### src/rtl/rtc_pkg.sv
package rtc_pkg;

  localparam int ADDR_W = 5;

  localparam logic [ADDR_W-1:0] A_SEC  = 5'h00;
  localparam logic [ADDR_W-1:0] A_MIN  = 5'h01;
  localparam logic [ADDR_W-1:0] A_HOUR = 5'h02;
  localparam logic [ADDR_W-1:0] A_DAY  = 5'h03;
  localparam logic [ADDR_W-1:0] A_MON  = 5'h04;
  localparam logic [ADDR_W-1:0] A_YEAR = 5'h05;
  localparam logic [ADDR_W-1:0] A_STAT = 5'h07;
  localparam logic [ADDR_W-1:0] A_CTRL = 5'h08;
  localparam logic [ADDR_W-1:0] A_EVTC = 5'h09;
  localparam logic [ADDR_W-1:0] A_USR  = 5'h12;

  // status bit positions (decoded by firmware, so fixed)
  localparam int S_ARST = 7;
  localparam int S_OSC  = 5;
  localparam int S_WEN  = 4;
  localparam int S_EVT  = 3;
  localparam int S_ALM  = 2;
  localparam int S_BAT  = 1;
  localparam int S_FAIL = 0;

  typedef struct packed {
    logic [7:0] sec;
    logic [7:0] min;
    logic [7:0] hour;
    logic [7:0] day;
    logic [7:0] mon;
    logic [7:0] year;
  } rtc_time_t;

  localparam rtc_time_t TIME_RST = '{sec: 8'h00, min: 8'h00, hour: 8'h80,
                                     day: 8'h01, mon: 8'h01, year: 8'h00};

  // one BCD increment of a two-digit value
  function automatic logic [7:0] bcd_up(input logic [7:0] v);
    if (v[3:0] == 4'd9) return {v[7:4] + 4'd1, 4'd0};
    return v + 8'd1;
  endfunction

  // {carry, next}: wraps from last to first
  function automatic logic [8:0] wrap_up(input logic [7:0] v,
                                         input logic [7:0] last,
                                         input logic [7:0] first);
    if (v >= last) return {1'b1, first};
    return {1'b0, bcd_up(v)};
  endfunction

  // year divisible by 4: 10*t+o = 2*t+o (mod 4)
  function automatic logic is_leap(input logic [7:0] y);
    return y[4] ? (y[1:0] == 2'b10) : (y[1:0] == 2'b00);
  endfunction

  function automatic logic [7:0] last_day(input logic [7:0] mon,
                                          input logic [7:0] year);
    case (mon)
      8'h02:                      return is_leap(year) ? 8'h29 : 8'h28;
      8'h04, 8'h06, 8'h09, 8'h11: return 8'h30;
      default:                    return 8'h31;
    endcase
  endfunction

  // {carry into day, next hour byte}
  function automatic logic [8:0] hour_up(input logic [7:0] h);
    logic [8:0] r;
    logic [7:0] hv;
    logic       pm;
    if (h[7]) begin
      r = wrap_up({2'b00, h[5:0]}, 8'h23, 8'h00);
      return {r[8], 2'b10, r[5:0]};
    end
    hv = {3'b000, h[4:0]};
    pm = h[5];
    if (hv == 8'h11) return {pm, 2'b00, ~pm, 5'h12};
    if (hv >= 8'h12) return {1'b0, 2'b00, pm, 5'h01};
    hv = bcd_up(hv);
    return {1'b0, 2'b00, pm, hv[4:0]};
  endfunction

  function automatic rtc_time_t time_up(input rtc_time_t t);
    rtc_time_t  r;
    logic [8:0] c;
    r = t;
    c = wrap_up(t.sec, 8'h59, 8'h00);
    r.sec = c[7:0];
    if (c[8]) begin
      c = wrap_up(t.min, 8'h59, 8'h00);
      r.min = c[7:0];
      if (c[8]) begin
        c = hour_up(t.hour);
        r.hour = c[7:0];
        if (c[8]) begin
          c = wrap_up(t.day, last_day(t.mon, t.year), 8'h01);
          r.day = c[7:0];
          if (c[8]) begin
            c = wrap_up(t.mon, 8'h12, 8'h01);
            r.mon = c[7:0];
            if (c[8]) begin
              c = wrap_up(t.year, 8'h99, 8'h00);
              r.year = c[7:0];
            end
          end
        end
      end
    end
    return r;
  endfunction

endpackage

### src/rtl/rtc_timekeep.sv
module rtc_timekeep
  import rtc_pkg::*;
(
  input  logic              clk,
  input  logic              rst_n,
  input  logic              tick,
  input  logic              wr,
  input  logic [ADDR_W-1:0] waddr,
  input  logic [7:0]        wdata,
  input  logic              wen,
  output rtc_time_t         tm,
  output logic              wr_ok,
  output logic              sec_wr_ok,
  output logic              tick_ok
);

  rtc_time_t tm_q;

  assign wr_ok     = wr && wen && (waddr <= A_YEAR);
  assign sec_wr_ok = wr_ok && (waddr == A_SEC);
  assign tick_ok   = tick && !wr_ok;
  assign tm        = tm_q;

  always_ff @(posedge clk or negedge rst_n) begin
    if (!rst_n) begin
      tm_q <= TIME_RST;
    end else if (wr_ok) begin
      case (waddr)
        A_SEC:   tm_q.sec  <= wdata;
        A_MIN:   tm_q.min  <= wdata;
        A_HOUR:  tm_q.hour <= wdata;
        A_DAY:   tm_q.day  <= wdata;
        A_MON:   tm_q.mon  <= wdata;
        default: tm_q.year <= wdata;
      endcase
    end else if (tick_ok) begin
      tm_q <= time_up(tm_q);
    end
  end

endmodule

### src/rtl/rtc_status.sv
module rtc_status
  import rtc_pkg::*;
(
  input  logic       clk,
  input  logic       rst_n,
  input  logic       st_wr,
  input  logic       st_rd,
  input  logic [7:0] wdata,
  input  logic       por,
  input  logic       sec_wr_ok,
  input  logic       evt_set,
  input  logic       alm_set,
  input  logic       bat_set,
  output logic [7:0] stat,
  output logic       clr_fire
);

  logic       arst_q, osc_q, wen_q, fail_q;
  logic [2:0] flg_q, flg_d, set_v;
  logic       clr_pend_q;

  assign set_v = {evt_set, alm_set, bat_set};

  always_comb begin
    flg_d = flg_q;
    if (st_wr)    flg_d = flg_d & wdata[S_EVT:S_BAT];
    if (clr_fire) flg_d = '0;
    flg_d = flg_d | set_v;
  end

  assign clr_fire = clr_pend_q;

  always_ff @(posedge clk or negedge rst_n) begin
    if (!rst_n) begin
      arst_q     <= 1'b0;
      osc_q      <= 1'b0;
      wen_q      <= 1'b0;
      fail_q     <= 1'b1;
      flg_q      <= '0;
      clr_pend_q <= 1'b0;
    end else begin
      if (st_wr) begin
        arst_q <= wdata[S_ARST];
        osc_q  <= wdata[S_OSC];
        wen_q  <= wdata[S_WEN];
      end
      flg_q      <= flg_d;
      clr_pend_q <= st_rd && arst_q;
      if (por)            fail_q <= 1'b1;
      else if (sec_wr_ok) fail_q <= 1'b0;
    end
  end

  assign stat = {arst_q, 1'b0, osc_q, wen_q, flg_q, fail_q};

endmodule

### src/rtl/rtc_regcore.sv
module rtc_regcore
  import rtc_pkg::*;
#(
  parameter int N_USER = 2
) (
  input  logic              clk,
  input  logic              rst_n,
  input  logic              por,
  input  logic              tick_1hz,
  input  logic              evt_strobe,
  input  logic              alm_strobe,
  input  logic              bat_strobe,
  input  logic [ADDR_W-1:0] addr,
  input  logic [7:0]        wdata,
  input  logic              wr,
  input  logic              rd,
  output logic [7:0]        rdata
);

  localparam int USR_LAST = int'(A_USR) + N_USER - 1;

  rtc_time_t  tm_q;
  logic       wr_ok, sec_wr_ok, tick_ok, clr_fire;
  logic [7:0] stat;
  logic       st_wr, st_rd;
  logic [7:0] ctrl_q, evtc_q;
  logic [7:0] usr_q [N_USER];
  logic [7:0] rd_mux;
  logic [7:0] rdata_q;

  assign st_wr = wr && (addr == A_STAT);
  assign st_rd = rd && (addr == A_STAT);

  rtc_timekeep u_time (
    .clk      (clk),
    .rst_n    (rst_n),
    .tick     (tick_1hz),
    .wr       (wr),
    .waddr    (addr),
    .wdata    (wdata),
    .wen      (stat[S_WEN]),
    .tm       (tm_q),
    .wr_ok    (wr_ok),
    .sec_wr_ok(sec_wr_ok),
    .tick_ok  (tick_ok)
  );

  rtc_status u_stat (
    .clk      (clk),
    .rst_n    (rst_n),
    .st_wr    (st_wr),
    .st_rd    (st_rd),
    .wdata    (wdata),
    .por      (por),
    .sec_wr_ok(sec_wr_ok),
    .evt_set  (evt_strobe),
    .alm_set  (alm_strobe),
    .bat_set  (bat_strobe),
    .stat     (stat),
    .clr_fire (clr_fire)
  );

  always_ff @(posedge clk or negedge rst_n) begin
    if (!rst_n) begin
      ctrl_q <= '0;
      evtc_q <= '0;
    end else if (wr) begin
      if (addr == A_CTRL) ctrl_q <= wdata;
      if (addr == A_EVTC) evtc_q <= wdata;
    end
  end

  for (genvar g = 0; g < N_USER; g++) begin : g_usr
    localparam logic [ADDR_W-1:0] UA = ADDR_W'(int'(A_USR) + g);
    always_ff @(posedge clk or negedge rst_n) begin
      if (!rst_n)                   usr_q[g] <= '0;
      else if (wr && (addr == UA))  usr_q[g] <= wdata;
    end
  end

  always_comb begin
    rd_mux = 8'h00;
    case (addr)
      A_SEC:  rd_mux = tm_q.sec;
      A_MIN:  rd_mux = tm_q.min;
      A_HOUR: rd_mux = tm_q.hour;
      A_DAY:  rd_mux = tm_q.day;
      A_MON:  rd_mux = tm_q.mon;
      A_YEAR: rd_mux = tm_q.year;
      A_STAT: rd_mux = stat;
      A_CTRL: rd_mux = ctrl_q;
      A_EVTC: rd_mux = evtc_q;
      default: begin
        for (int k = 0; k < N_USER; k++)
          if (int'(addr) == int'(A_USR) + k) rd_mux = usr_q[k];
      end
    endcase
  end

  always_ff @(posedge clk or negedge rst_n) begin
    if (!rst_n)  rdata_q <= '0;
    else if (rd) rdata_q <= rd_mux;
  end

  assign rdata = rdata_q;

endmodule

### config.mk
export PLATFORM = sky130hd
export DESIGN_NAME = rtc_regcore
export DESIGN_NICKNAME = d
export VERILOG_FILES = /design/src/rtl/rtc_pkg.sv /design/src/rtl/rtc_timekeep.sv /design/src/rtl/rtc_status.sv /design/src/rtl/rtc_regcore.sv
export SDC_FILE = /design/constraint.sdc
export NUM_CORES = 1
export LEC_CHECK = 0
export CORE_MARGIN = 2
export CORE_UTILIZATION = 50
export CTS_BUF_LIST = sky130_fd_sc_hd__clkbuf_2
export CTS_CLUSTER_DIAMETER = 100
export DETAILED_ROUTE_END_ITERATION = 12
export DONT_BUFFER_PORTS = 1
export PLACE_DENSITY = 0.69
export SLEW_MARGIN = 40
export SYNTH_ARGS = -nofsm -noshare
export SYNTH_HDL_FRONTEND = slang
export SYNTH_HIERARCHICAL = 1
export SYNTH_SLANG_ARGS = --single-unit
### constraint.sdc
create_clock -name clk -period 3.3 [get_ports clk]
set_clock_uncertainty 0.15 [all_clocks]
set_input_delay 0.33 -clock clk [delete_from_list [all_inputs] [get_ports clk]]
set_output_delay 0.33 -clock clk [all_outputs]
set_load 0.05 [all_outputs]
# [Yosys cells after proc, flatten, opt, wreduce, memory -nomap -nowiden]
# Index checks and enable logic that the tools add are counted.
# W data, S select, Z words.
[word_totals] regBits=96 elab_cells=285 input_bits=22 output_inout_bits=8
[classes] n_reduce_logical=31 addsub=14 n_mux=179 magnitude_cmp=8 n_eq_ne=32 bitwise=3
[op_table] cell="$mux W9" count=36
[op_table] cell="$mux W8" count=28
[op_table] cell="$mux W1" count=103
[op_table] cell="$mux W48" count=2
[op_table] cell="$pmux W8 S9" count=1
[op_table] cell="$add A8 B1 Y8 const B" count=5
[op_table] cell="$mux W40" count=1
[op_table] cell="$mux W32" count=1
[op_table] cell="$eq A5 B5 Y1 const B" count=5
[op_table] cell="$eq A4 B4 Y1 const B" count=6
[op_table] cell="$mux W24" count=1
[op_table] cell="$add A4 B1 Y4 const B" count=5
[op_table] cell="$eq A8 B3 Y1 const B" count=2
[op_table] cell="$ge A8 B7 Y1 const B" count=2
[op_table] cell="$mux W16" count=1
[op_table] cell="$pmux W8 S2" count=1
[op_table] cell="$eq A5 B3 Y1 const B" count=3
[op_table] cell="$reduce_bool A2 Y1" count=7
[op_table] cell="$ne A2 B2 Y1 const B" count=6
[op_table] cell="$reduce_and A6 Y1" count=2
[op_table] cell="$eq A5 B2 Y1 const B" count=2
[op_table] cell="$eq A5 B4 Y1 const B" count=2
[op_table] cell="$mux W5" count=2
[op_table] cell="$logic_and A1 B1 Y1" count=9
[op_table] cell="31 further kinds" count=34

# [Longest topological paths before layout]
[logic_depth] ltp_word=125 depth_mapped=13 mapped_depth_nobuf=12

# [Cells and area by module]
# Netlist, hierarchy kept.
[modules_own_cells] mod="rtc_timekeep" cells_each=444 n_inst=1 seq_area_each_um2=1204.9 area_each_um2=3831.2
[modules_own_cells] mod="rtc_regcore" cells_each=234 n_inst=1 seq_area_each_um2=1001.0 area_each_um2=2471.1
[modules_own_cells] mod="rtc_status" cells_each=27 n_inst=1 seq_area_each_um2=201.4 area_each_um2=342.8

# [Worst setup path after synthesis]
# Ideal clock, no wire load.
[synth_timing] kind="register to register" start="register, netlist name u_time/tm[13]" end="register, netlist name u_time/tm[18]" path_stages_with_launch=14 setup_ns=0.087 arrival_ns=3.062 n_path_buf=1 period_less_slack_ns=3.299 t_required_ns=3.063 setup_slack_ns=0.001 cell_sequence="dfrtp_1 > inv_1 > ha_1 > mux2i_1 > nor4b_1 > a31oi_1 > o32a_1 > ha_1 > or4b_1 > and4_1 > nor3_4 > buf_2 > a41oi_1 > o211ai_1"
[synth_between] elab_chain_len=26 elab_cells_between_ends=30 classes_between="order compare: 1; eq/ne: 5; mux: 23; reduce/logical: 1"
[synth_lines] element="$eq A8 B3 Y1, or another cell as far along" line_no="rtc_pkg.sv:58" text="case (mon)"
[synth_lines] element="$reduce_or A4 Y1" line_no="rtc_pkg.sv:58"
[synth_lines] element="$pmux W8 S2 *" line_no="rtc_pkg.sv:58"
[synth_lines] element="$mux W8 *" line_no="rtc_pkg.sv:94" text="if (c[8]) begin"
[synth_lines] element="$mux W8 *" line_no="rtc_pkg.sv:91" text="if (c[8]) begin"
[synth_lines] element="$mux W8 *" line_no="rtc_pkg.sv:88" text="if (c[8]) begin"
[synth_lines] element="$mux W8 *" line_no="rtc_timekeep.sv:36" text="end else if (tick_ok) begin"
[synth_lines] element="$mux W8 *" line_no="rtc_timekeep.sv:27" text="end else if (wr_ok) begin"
[synth_lines] element="[10 not listed]"
[synth_lines] element="$mux W9 *" line_no="rtc_pkg.sv:88"
[synth_lines] element="$mux W9 *" line_no="rtc_timekeep.sv:36"
[synth_lines] element="$mux W9 *" line_no="rtc_timekeep.sv:27"
[synth_lines] element="$mux W24 *" line_no="rtc_pkg.sv:94"
[synth_lines] element="$mux W32 *" line_no="rtc_pkg.sv:91"
[synth_lines] element="$mux W40 *" line_no="rtc_pkg.sv:88"
[synth_lines] element="$mux W48 *" line_no="rtc_timekeep.sv:36"
[synth_lines] element="$mux W48 *" line_no="rtc_timekeep.sv:27"
# Mark *: on every way between the ends. The rest lies on a longest branch, timed or not. The select of a mux whose other input is x is not followed.
# A chain may end at the register's enable or synchronous reset.

# [Worst setup path in the final report]
[layout_timing] start="register, netlist name u_time/tm[12]" end="register, netlist name u_time/tm[18]"
[layout_between] elab_chain_len=26 elab_cells_between_ends=30 classes_between="order compare: 1; eq/ne: 5; mux: 23; reduce/logical: 1"
[layout_lines] element="$eq A8 B3 Y1, or another cell as far along" line_no="rtc_pkg.sv:58"
[layout_lines] element="$reduce_or A4 Y1" line_no="rtc_pkg.sv:58"
[layout_lines] element="$pmux W8 S2 *" line_no="rtc_pkg.sv:58"
[layout_lines] element="$mux W8 *" line_no="rtc_pkg.sv:94"
[layout_lines] element="$mux W8 *" line_no="rtc_pkg.sv:91"
[layout_lines] element="$mux W8 *" line_no="rtc_pkg.sv:88"
[layout_lines] element="$mux W8 *" line_no="rtc_timekeep.sv:36"
[layout_lines] element="$mux W8 *" line_no="rtc_timekeep.sv:27"
[layout_lines] element="[10 not listed]"
[layout_lines] element="$mux W9 *" line_no="rtc_pkg.sv:88"
[layout_lines] element="$mux W9 *" line_no="rtc_timekeep.sv:36"
[layout_lines] element="$mux W9 *" line_no="rtc_timekeep.sv:27"
[layout_lines] element="$mux W24 *" line_no="rtc_pkg.sv:94"
[layout_lines] element="$mux W32 *" line_no="rtc_pkg.sv:91"
[layout_lines] element="$mux W40 *" line_no="rtc_pkg.sv:88"
[layout_lines] element="$mux W48 *" line_no="rtc_timekeep.sv:36"
[layout_lines] element="$mux W48 *" line_no="rtc_timekeep.sv:27"
# Marked as above.

==> summary.md <==
| Metric | Value |
|---|---|
| Initial core utilization | 50.8% |
| WL/cell | 24.3 µm |
| Count leader, synth | dfrtp_1 |
| Post-route setup TNS | -0.440 ns |
| Vias in the first global route | 5,930 |
| GRT Util Overall | 31.3% |
| Hold Path Depth | 4 |
| Core area | 13,100 µm² |
| Crit path arrival time | 3.81 ns |
| Pwr dens | 409 nW/µm² |
| Total wire length | between 20,000 and 25,000 µm |
| Leakage | 3.01 nW |
| Failing checks | negative setup slack |
| Most frequent cells after synthesis | dfrtp_1, mux2_2, nand2_1 |
| # DRC | 0 |
| Hold Violations, Final | 0 |
| Global-route wire length before repair | about 34,000 µm |
| Syn-to-layout area delta | 12.3% |
| Crit Reg-Reg Endpoint | u_time/tm[18] |
| Clock Tree Root | clkbuf_2 |
| Post-synthesis sequential area ratio | 36.2% |
| Post-synth top area share | 34.6% |
| Cell row count | 42 |
| Clk pin slew, worst setup/hold paths | 0.34 ns |
| Largest cells by area after synthesis | dfrtp_1, mux2_2, ha_1 |
| Post-synth EDFFs | 0 |
| Period utilization | 103% |
| Final Wtd Congestion | just under 1 |
| Final Util | 57.0% |
| Die W | 119 µm |
| CTS sink count | 96 |
| Post-layout min period | around 3.4 ns |
| Setup WS post-layout | -0.0911 ns |
| Post-route ant nets | 0 |
| RSZ-0062 raised after global routing | yes |
| Final non-filler cell total | 914 |
| Crit path max-delay family | simple AND/OR/NAND/NOR gates |
| Worst hold endpoint | rdata[7] |
| R2R Path Start | u_time/tm[12] |
| Total number of vias | 6,351 |
| Synth Register Bits | 96 |
| CTS max path bufs | 2 |
| Reg2Reg Setup Slack | -0.09 ns |
| CP required | between 3 and 4 ns |
| CP Capture Type | register |
| Worst path cell trace | inv_2 -> ha_4 -> mux2i_2 -> nor4b_2 -> a31oi_1 -> o32a_1 -> ha_1 -> or4b_4 -> and4_4 -> nor3_4 -> buf_6 -> buf_8 -> a41oi_2 -> o211ai_1 |
| Mapped Avg Cell Area | approximately 9.4 µm² |
| Placed cells | 859 |
| Final Total Pwr | 3.05 mW |
| 1st-pass router iterations | 5 |
| Net Count, Synth | about 740 |
| Nature of the critical path startpoint | register |
| Iteration-0 DRC Markers | 861 |
| Worst-path maximum fanout | 8 |
| H-tree levels | 3 |
| Cells after Synth | 705 |
| Worst path depth | 14 |
| Worst reg-to-reg path cell count | 14 |
| # Max-Cap Violations | 0 |
| CP bufs+invs | 3 |
| Total grt overflow | 0 |
| Post-synthesis instance area | 6650 µm² |
| Share of cells above drive strength 1 | 20.0% |
| Slowest cell delay on critical path | 0.52 ns |
| DP Worst Slack | -0.142 ns |
| Total CTS buffers | 9 |
| Die footprint | 14,200 µm² |
| DP HPWL | 14,500 µm |
| Worst rel slew slack | roughly 46% |
| Fmax | 0.295 GHz |
| Cell accounting for the most synthesized area | dfrtp_1 |
| Syn. warnings | 6 |
| Post-synth ARST share | 100% |
| Clk Latency, worst-skew pair | 0.67 ns |
| Synth Flop Type | dfrtp_1 |
| Vias/cell | 6.95 |
| Initial antenna violation count | 2 |
| CTS tree | done |
| HP Class | in -> reg |
| Max-slew violations | 0 |
| Final net count | 770 |
| Cell at the slowest stage of the critical path | or4b_4 |
| Worst Setup Path Type | reg -> reg |
| Hold Crit Start | addr[1] |
| Die height | 119 µm |
| Pin count of the biggest net entering global routing | 97 |
| Io pins | 30 |
| Worst Tran Pin Value | 0.812 ns |
| Netlist cell types | 87 |
| PortBufs | 0 |
| Outcome | finished with violations |
| Max VDD drop | roughly 190 µV |
| Endpoints failing setup | 11 |
-- cells in the final DEF, fill, tap and decap left out, types with 6 or more instances in the layout --
cell / synthesis / final
mux2i_1: 12 / 11
a31oi_1: 18 / 18
nand2_1: 40 / 40
dlygate4sd3_1: 0 / 33
dfrtp_1: 92 / 91
and3_1: 19 / 19
nand3b_1: 7 / 7
o31a_1: 6 / 6
nand3_1: 25 / 25
o211ai_1: 15 / 15
nand2b_1: 21 / 21
a21oi_1: 38 / 38
nand4_1: 7 / 7
ha_1: 17 / 15
o21ai_0: 29 / 28
nor2b_1: 10 / 10
o22ai_1: 12 / 10
or3_1: 7 / 7
nor2_1: 25 / 24
and2_1: 8 / 8
a32oi_1: 8 / 8
a2111oi_0: 9 / 9
nor3_1: 11 / 11
a211oi_1: 11 / 11
buf_4: 7 / 25
inv_1: 34 / 32
clkbuf_2: 0 / 9
mux2_2: 49 / 48
or2_2: 6 / 6
o31ai_1: 10 / 10
-- report_power, final --
| group | switching [mW] | internal, mW |
|---|---|---|
| sequential | 0.301 | 1.35 |
| clock | 0.474 | 0.114 |
| combinational | 0.424 | 0.383 |
-- what timing repair did --
action	CTS	global route
pin swaps	5	7
setup endpoints to repair	21	22
setup buffers	1	1
hold buffers	35	0
hold endpoints to repair	171	0
gates resized for setup	17	18
-- metal layers --
| metal | vias to the layer above | global-route usage, % | part of all wire (%) |
|---|---|---|---|
| li1 | 2751 | - | - |
| met1 | 3118 | 42.3 | 40 |
| met2 | 399 | 47.1 | 45 |
| met3 | 83 | 8.09 | 10 |
| met4 | 0 | 14.2 | 4.6 |
| met5 | - | 0 | 0 |
-- sequential cells by signal (all words and copies together) (netlist names) --
register and count:
u_stat/flg_q 3, u_stat/wen_q 1, u_time/tm 48, u_stat/osc_q 1, ctrl_q 8, u_stat/clr_fire 1, usr_q 16, u_stat/arst_q 1
u_stat/fail_q 1, rdata 8, evtc_q 8
-- cell families after synthesis --
group	Yosys count	share of synthesized area, %
AOI/OAI and AO/OA	227	25.1
xor gates and xnor gates	5	0.659
adders and majority gates	17	3.20
buffers and inverters	82	5.65
DFF	96	36.2
muxes	61	10.1
other	1	0.0564
and+or+nand+nor	216	19.0
-- area by class of cell --
type                            instances  area, µm²
Clock buffer                            9       45.0
Multi-Input combinational cell        527       4000
Clock inverter                          7       62.6
Sequential cell                        96       2410
Fill cell                            1128       5630
Timing Repair Buffer                   63        588
Tap cell                              176        220
Inverter                               34        128
Antenna cell                            2       5.00
-- per-stage QoR --
| stage | instance area (µm²) | hold WS [ns] |
|---|---|---|
| 6_report | 7460 | 0.0214 |
| 2_1_floorplan | 6650 | -0.116 |
| 3_5_place_dp | 6810 | -0.113 |
| 5_1_grt | 7460 | 0.00997 |
| 3_3_place_gp | 6810 | -0.113 |
| 4_1_cts | 7360 | 0.00167 |
-- worst register-to-register path: stages, from the launching register on --
cell and delay (ns):
dfrtp_2 0.51, inv_2 0.09, ha_4 0.14, mux2i_2 0.06, nor4b_2 0.23, a31oi_1 0.08
o32a_1 0.30, ha_1 0.27, or4b_4 0.52, and4_4 0.24, nor3_4 0.16, buf_6 0.15
buf_8 0.13, a41oi_2 0.12, o211ai_1 0.17
-- worst max-delay path by stage --
stage,from,endpoint
2_1_floorplan,u_time/tm[13],u_time/tm[18]
3_3_place_gp,u_time/tm[12],u_time/tm[11]
3_5_place_dp,u_time/tm[13],u_time/tm[14]
4_1_cts,u_time/tm[13],u_time/tm[18]
5_1_grt,u_time/tm[13],u_time/tm[18]
6_report,u_time/tm[12],u_time/tm[18]
(Power assumes the default switching activity.)
